**src/rtl/fpc_pkg.sv**
```systemverilog
package fpc_pkg;

  typedef enum logic [2:0] {
    ST_IDLE,
    ST_LOAD,
    ST_CMD,
    ST_PRD,
    ST_PCHK,
    ST_VRD,
    ST_VCHK,
    ST_DONE
  } fpc_state_e;

  localparam int SEQ_LEN = 4;

  localparam logic [11:0] UNLK_ADDR_A = 12'h555;
  localparam logic [11:0] UNLK_ADDR_B = 12'h2AA;
  localparam logic [7:0]  UNLK_KEY_A  = 8'hAA;
  localparam logic [7:0]  UNLK_KEY_B  = 8'h55;
  localparam logic [7:0]  PGM_OPCODE  = 8'hA0;

  // address of a command step (step 3 is the target write, handled elsewhere)
  function automatic logic [11:0] seq_cmd_addr(input logic [1:0] step);
    return (step == 2'd1) ? UNLK_ADDR_B : UNLK_ADDR_A;
  endfunction

  // data byte of a command step
  function automatic logic [7:0] seq_cmd_code(input logic [1:0] step);
    case (step)
      2'd0:    return UNLK_KEY_A;
      2'd1:    return UNLK_KEY_B;
      default: return PGM_OPCODE;
    endcase
  endfunction

  // status poll: device reports completion once the polled bit equals the written bit
  function automatic logic poll_bit_match(input logic rd_bit, input logic wr_bit);
    return rd_bit == wr_bit;
  endfunction

endpackage

```
**src/rtl/fpc_cmd_seq.sv**
```systemverilog
module fpc_cmd_seq #(
  parameter int AW = 12,
  parameter int DW = 16
) (
  input  logic [1:0]    step,
  input  logic [AW-1:0] tgt_addr,
  input  logic [DW-1:0] tgt_data,
  output logic [AW-1:0] bus_addr,
  output logic [DW-1:0] bus_data,
  output logic          last_step
);
  import fpc_pkg::*;

  localparam logic [1:0] LAST_IDX = 2'(SEQ_LEN - 1);

  assign last_step = (step == LAST_IDX);

  always_comb begin
    if (last_step) begin
      bus_addr = tgt_addr;
      bus_data = tgt_data;
    end else begin
      bus_addr = AW'(seq_cmd_addr(step));
      bus_data = DW'(seq_cmd_code(step));
    end
  end

endmodule

```
**src/rtl/fpc_addr_walker.sv**
```systemverilog
module fpc_addr_walker #(
  parameter int AW = 12
) (
  input  logic          clk,
  input  logic          rst_n,
  input  logic          load,
  input  logic          adv,
  input  logic [AW-1:0] first_in,
  input  logic [AW-1:0] last_in,
  output logic [AW-1:0] cur,
  output logic          at_last
);
  logic [AW-1:0] last_q;

  always_ff @(posedge clk or negedge rst_n) begin
    if (!rst_n) begin
      cur    <= '0;
      last_q <= '0;
    end else if (load) begin
      cur    <= first_in;
      last_q <= last_in;
    end else if (adv) begin
      cur    <= cur + AW'(1);
    end
  end

  assign at_last = (cur == last_q);

endmodule

```
**src/rtl/fpc_poll_timer.sv**
```systemverilog
module fpc_poll_timer #(
  parameter int LIMIT = 16
) (
  input  logic clk,
  input  logic rst_n,
  input  logic clr,
  input  logic tick,
  output logic expired
);
  localparam int CW = $clog2(LIMIT + 1);
  localparam logic [CW-1:0] LAST_CNT = CW'(LIMIT - 1);

  logic [CW-1:0] cnt;

  always_ff @(posedge clk or negedge rst_n) begin
    if (!rst_n)    cnt <= '0;
    else if (clr)  cnt <= '0;
    else if (tick) cnt <= cnt + CW'(1);
  end

  // true while the miss now being judged is the LIMIT-th
  assign expired = (cnt == LAST_CNT);

endmodule

```
**src/rtl/fpc_ctrl.sv**
```systemverilog
module fpc_ctrl #(
  parameter int AW         = 12,
  parameter int DW         = 16,
  parameter int POLL_LIMIT = 16,
  parameter int POLL_BIT   = 7
) (
  input  logic          clk,
  input  logic          rst_n,
  input  logic          start,
  input  logic [AW-1:0] first_addr,
  input  logic [AW-1:0] last_addr,
  output logic [AW-1:0] word_addr,
  input  logic [DW-1:0] word_data,
  output logic [AW-1:0] fl_addr,
  output logic [DW-1:0] fl_wdata,
  output logic          fl_wr,
  output logic          fl_rd,
  input  logic [DW-1:0] fl_rdata,
  output logic          busy,
  output logic          done,
  output logic          error,
  output logic [AW-1:0] err_addr
);
  import fpc_pkg::*;

  fpc_state_e    state;
  logic [1:0]    step;
  logic [DW-1:0] wdata_q;
  logic          err_q;
  logic [AW-1:0] err_addr_q;

  // named events, also observed by the checker
  logic          start_take;
  logic          wk_load;
  logic          wk_adv;
  logic          poll_hit;
  logic          poll_miss;
  logic          poll_expire;
  logic          verify_ok;
  logic          verify_bad;
  logic          fail_evt;
  logic          cmd_first;
  logic          cmd_last;
  logic          at_last;
  logic [AW-1:0] cur;
  logic [AW-1:0] seq_addr;
  logic [DW-1:0] seq_data;

  fpc_addr_walker #(.AW(AW)) u_walk (
    .clk      (clk),
    .rst_n    (rst_n),
    .load     (wk_load),
    .adv      (wk_adv),
    .first_in (first_addr),
    .last_in  (last_addr),
    .cur      (cur),
    .at_last  (at_last)
  );

  fpc_poll_timer #(.LIMIT(POLL_LIMIT)) u_ptmr (
    .clk     (clk),
    .rst_n   (rst_n),
    .clr     (state == ST_LOAD),
    .tick    (poll_miss),
    .expired (poll_expire)
  );

  fpc_cmd_seq #(.AW(AW), .DW(DW)) u_seq (
    .step      (step),
    .tgt_addr  (cur),
    .tgt_data  (wdata_q),
    .bus_addr  (seq_addr),
    .bus_data  (seq_data),
    .last_step (cmd_last)
  );

  assign start_take = start && (state == ST_IDLE);
  assign wk_load    = start_take;
  assign cmd_first  = (state == ST_CMD) && (step == 2'd0);

  assign poll_hit   = (state == ST_PCHK) &&
                      poll_bit_match(fl_rdata[POLL_BIT], wdata_q[POLL_BIT]);
  assign poll_miss  = (state == ST_PCHK) && !poll_hit;
  assign verify_ok  = (state == ST_VCHK) && (fl_rdata == wdata_q);
  assign verify_bad = (state == ST_VCHK) && (fl_rdata != wdata_q);
  assign wk_adv     = verify_ok && !at_last;
  assign fail_evt   = verify_bad || (poll_miss && poll_expire);

  always_ff @(posedge clk or negedge rst_n) begin
    if (!rst_n) begin
      state   <= ST_IDLE;
      step    <= '0;
      wdata_q <= '0;
    end else begin
      case (state)
        ST_IDLE: if (start_take) state <= ST_LOAD;
        ST_LOAD: begin
          wdata_q <= word_data;
          step    <= '0;
          state   <= ST_CMD;
        end
        ST_CMD: begin
          if (cmd_last) state <= ST_PRD;
          else          step  <= step + 2'd1;
        end
        ST_PRD:  state <= ST_PCHK;
        ST_PCHK: begin
          if (poll_hit)       state <= ST_VRD;
          else if (fail_evt)  state <= ST_IDLE;
          else                state <= ST_PRD;
        end
        ST_VRD:  state <= ST_VCHK;
        ST_VCHK: begin
          if (verify_bad)     state <= ST_IDLE;
          else if (at_last)   state <= ST_DONE;
          else                state <= ST_LOAD;
        end
        ST_DONE: state <= ST_IDLE;
        default: state <= ST_IDLE;
      endcase
    end
  end

  always_ff @(posedge clk or negedge rst_n) begin
    if (!rst_n) begin
      err_q      <= 1'b0;
      err_addr_q <= '0;
    end else if (start_take) begin
      err_q      <= 1'b0;
    end else if (fail_evt) begin
      err_q      <= 1'b1;
      err_addr_q <= cur;
    end
  end

  assign fl_wr    = (state == ST_CMD);
  assign fl_rd    = (state == ST_PRD) || (state == ST_VRD);
  assign fl_addr  = fl_wr ? seq_addr : cur;
  assign fl_wdata = fl_wr ? seq_data : '0;

  assign word_addr = cur;
  assign busy      = (state != ST_IDLE) && (state != ST_DONE);
  assign done      = (state == ST_DONE);
  assign error     = err_q;
  assign err_addr  = err_addr_q;

endmodule

```
**config.mk**
```make
export PLATFORM = sky130hd
export DESIGN_NAME = fpc_ctrl
export DESIGN_NICKNAME = d
export VERILOG_FILES = /design/src/rtl/fpc_pkg.sv /design/src/rtl/fpc_cmd_seq.sv /design/src/rtl/fpc_addr_walker.sv /design/src/rtl/fpc_poll_timer.sv /design/src/rtl/fpc_ctrl.sv
export SDC_FILE = /design/constraint.sdc
export NUM_CORES = 1
export LEC_CHECK = 0
export BUFFER_PORTS_ARGS = -buffer_cell sky130_fd_sc_hd__buf_2
export CAP_MARGIN = 15
export CORE_ASPECT_RATIO = 0.75
export CORE_UTILIZATION = 45
export DETAILED_ROUTE_END_ITERATION = 12
export GPL_ROUTABILITY_DRIVEN = 0
export PLACE_DENSITY = 0.78
export SETUP_SLACK_MARGIN = 0.4
export SLEW_MARGIN = 20
export SYNTH_ARGS = -nofsm -noshare
export SYNTH_HDL_FRONTEND = slang
export SYNTH_HIERARCHICAL = 1
export SYNTH_SLANG_ARGS = --single-unit
export TNS_END_PERCENT = 30
```
**constraint.sdc**
```tcl
create_clock -name clk -period 2.8 [get_ports clk]
set_input_delay 0.56 -clock clk [delete_from_list [all_inputs] [get_ports clk]]
set_output_delay 0.56 -clock clk [all_outputs]
set_load 0.02 [all_outputs]
```
==> out/metrics.cfg <==
[worst_setup_path]
r2r_slack_ns = 0.43
cp.arrival_ns = 2.59
startpoint_type = register
worst_path_largest_cell_delay_ns = 0.42
critical_path.slowest_cell = dfrtp_1
cpLargestDelayFamily = simple AND/OR/NAND/NOR gates
cp_max_fo = 7
reg2reg_depth = 8
cp.buffers_inverters = 1
r2r-end = u_walk/cur[8]
crit_type = register to register
crit_path_end_kind = register
required_ns = 3.01
path_cells = xor2_1, nor4_2, nand4_1, nor3_1, buf_4, nand2_4, o311a_4, a221o_1
timing.rr.start = wdata_q[15]

[sta]
period_share = 0.847
max_freq_mhz = 422
finalHoldViolations = 0
clock_skew_ns = 0.00774
timing.hold.ws_ns = 0.226
slew_violations = 0
period_minus_slack_ns = 2.37
rsz0062_at_grt = true
slew_headroom = 0.591
setup_ws_ns = 0.429
setup_violations = 0
worst_slew_pin_slew_ns = 0.613
tns_ns = 0

[yosys]
synth_top_area_cell = dfrtp_1
yosys_warnings = 6
syn-instance-count = 380
syn_nets = 442
ys_types = 47
ys.flop_type = dfrtp_1
synth.top_cell.area_share = 0.418
yosys.area_share.simple = 0.210
synth_xor_area_frac = 0.0813
synth_seq_area_share = 0.418
synth-edff-count = 0
synthMuxAreaShare = 0.143
synth_compound_gate_area_share = 0.0823
postSynthAreaPerCell_sq_um = 9.92
netlist_area_sq_mm = 0.00377
synth_fa_ha_area_frac = 0.00995
synthTopCellsByArea = dfrtp_1 42%, mux2_2 9.3%, nand2_1 6.6%, and3_1 4.6%, xor2_1 4.6%
synth-seq-cells = 63
async_flop_share = 1.00
synth_top_family_by_area = simple AND/OR/NAND/NOR gates

[pwr]
combPwrFrac = 0.525
p_int_mw = 3.13
switching_share = 0.451
pwr-share-seq = 0.328
p_total_mw = 5.70
leakage_nw = 2.38
clock_power_share = 0.147
pwr_density_cell_mw_per_mm2 = 1190
net-switching-power_mw = 2.57
ir_worst_vdd_mv = 0.454

[clocking]
cts_tree = done
cts_root_buffer = clkbuf_8
clkTransAtPathRegs_ns = 0.07
cts.sinks = 63
cts_buffers = 9
cts.path.max_buffers = 2
clock_latency_ns = 0.34
h-tree-depth = 3

[layout]
instances_no_fill = 613
area_delta_synth_final_pct = 26.6
nets = 565
finish.instance_area_sq_mm = 0.00477
fin_util = 0.598
drive_gt1_frac = 0.419
antenna_cells = 0

[place]
placedCellCount = 590
place_area_sq_mm = 0.00448
io_buffer_count = 115
hpwl_mm = 7.40
pre_cts_slack_ns = 0.0671

[global_route]
track_usage = 0.236
grt_pass1_vias = 3182
grt_pass1_wl_mm = 15.6
antenna_found_initial = 0
overflow = 0
grt_max_degree = 39

[routing]
via_per_inst = 5.40
vias = 3311
detailedRoute.firstIterationViolations = 297
drt-total-wl_mm = 10.0
drc = 0
ant_nets = 0
firstDrtPassIters = 5
wl_per_cell_microns = 16.4

[floorplan]
core_area_sq_mm = 0.00799
ios = 116
initial_core_util = 0.472
core.rowCount = 28
dieHeight_microns = 81.3
dieArea_sq_mm = 0.00875
die_w_microns = 108

[worst_hold_path]
hold_path_class = input port to asynchronous set/reset pin

[run]
max_cap_violations = 0

[status]
status = completed

## final cells by class
type | count | area (sq um)
Timing Repair inverter | 1 | 7.51
Multi-Input combinational cell | 272 | 2020
Clock inverter | 4 | 70.1
Inverter | 18 | 71.3
Timing Repair Buffer | 138 | 761
Tap cell | 105 | 131
Clock buffer | 12 | 135
Fill cell | 683 | 3210
Sequential cell | 63 | 1580
## kinds of logic after synthesis
logic type	count (synthesis)
flip-flops	63
adder cells (fa/ha/maj)	3
XOR/XNOR	35
buffers and inverters	45
AO/OA/AOI/OAI	43
AND/OR/NAND/NOR	146
multiplexers	45
## synthesized netlist by cell type, types with 3 or more instances
cell and count:
mux2_2 31, nor4_2 3, and3_1 28, nor3_1 5, dfrtp_1 63, o31ai_1 6
nand4_1 8, xnor2_1 15, a31oi_1 6, a21boi_1 9, mux2_4 10, nor2_1 11
nand3_1 7, ha_1 3, buf_2 15, clkbuf_1 7, inv_1 18, nand2_1 66
xor2_1 20, or4_1 6, mux2i_1 4, o21ai_0 7
## worst max path at each step
stage	startpoint	endpoint	slack, ns	cells past startpoint
after floorplan	fl_rdata[13]	u_walk/cur[8]	0.43	8
final	wdata_q[15]	u_walk/cur[8]	0.43	8
after global routing	wdata_q[15]	u_walk/cur[10]	0.33	8
after global placement	fl_rdata[15]	u_walk/cur[8]	0.12	9
after CTS	wdata_q[8]	u_walk/cur[9]	0.35	8
after detailed placement	fl_rdata[15]	u_walk/cur[8]	0.07	9
## repair_timing
action / CTS / global route
setup buffers: 0 / 6
hold buffers: 0 / 0
resized for setup: 4 / 7
gates cloned: 0 / 1
setup endpoints to repair: 31 / 19
pin swaps: 1 / 6
## state kept, by name (all words and copies together), names as in the netlist
| signal | cells |
|---|---|
| err_addr | 12 |
| wdata_q | 16 |
| u_walk/cur | 12 |
| step | 2 |
| u_ptmr/cnt | 5 |
| u_walk/last_q | 12 |
| state | 3 |
| error | 1 |
## placed cells by master, fill, tap and decap left out, types with 10 or more instances in the layout
master | netlist | final
and3_1 | 28 | 28
buf_4 | 1 | 22
mux2_4 | 10 | 10
xnor2_1 | 15 | 15
mux2_2 | 31 | 31
dfrtp_1 | 63 | 59
nor2_1 | 11 | 11
nand2_1 | 66 | 64
inv_1 | 18 | 17
xor2_1 | 20 | 20
buf_2 | 15 | 115
## per-layer routing
metal  share of wire  track usage
met4           0.015       0.0822
met1            0.45        0.324
met2            0.46        0.358
met5               0            0
met3           0.079       0.0658
## power groups by stage
stage,clock network (mW),registers (mW),logic [mW]
floorplan,0,1.89,1.94
global placement,0,1.85,2.80
detailed placement,0,1.88,2.88
CTS,0.855,1.87,2.89
global route,0.904,1.94,3.25
finish,0.840,1.87,2.99
Power figures use the tool's default switching activity.
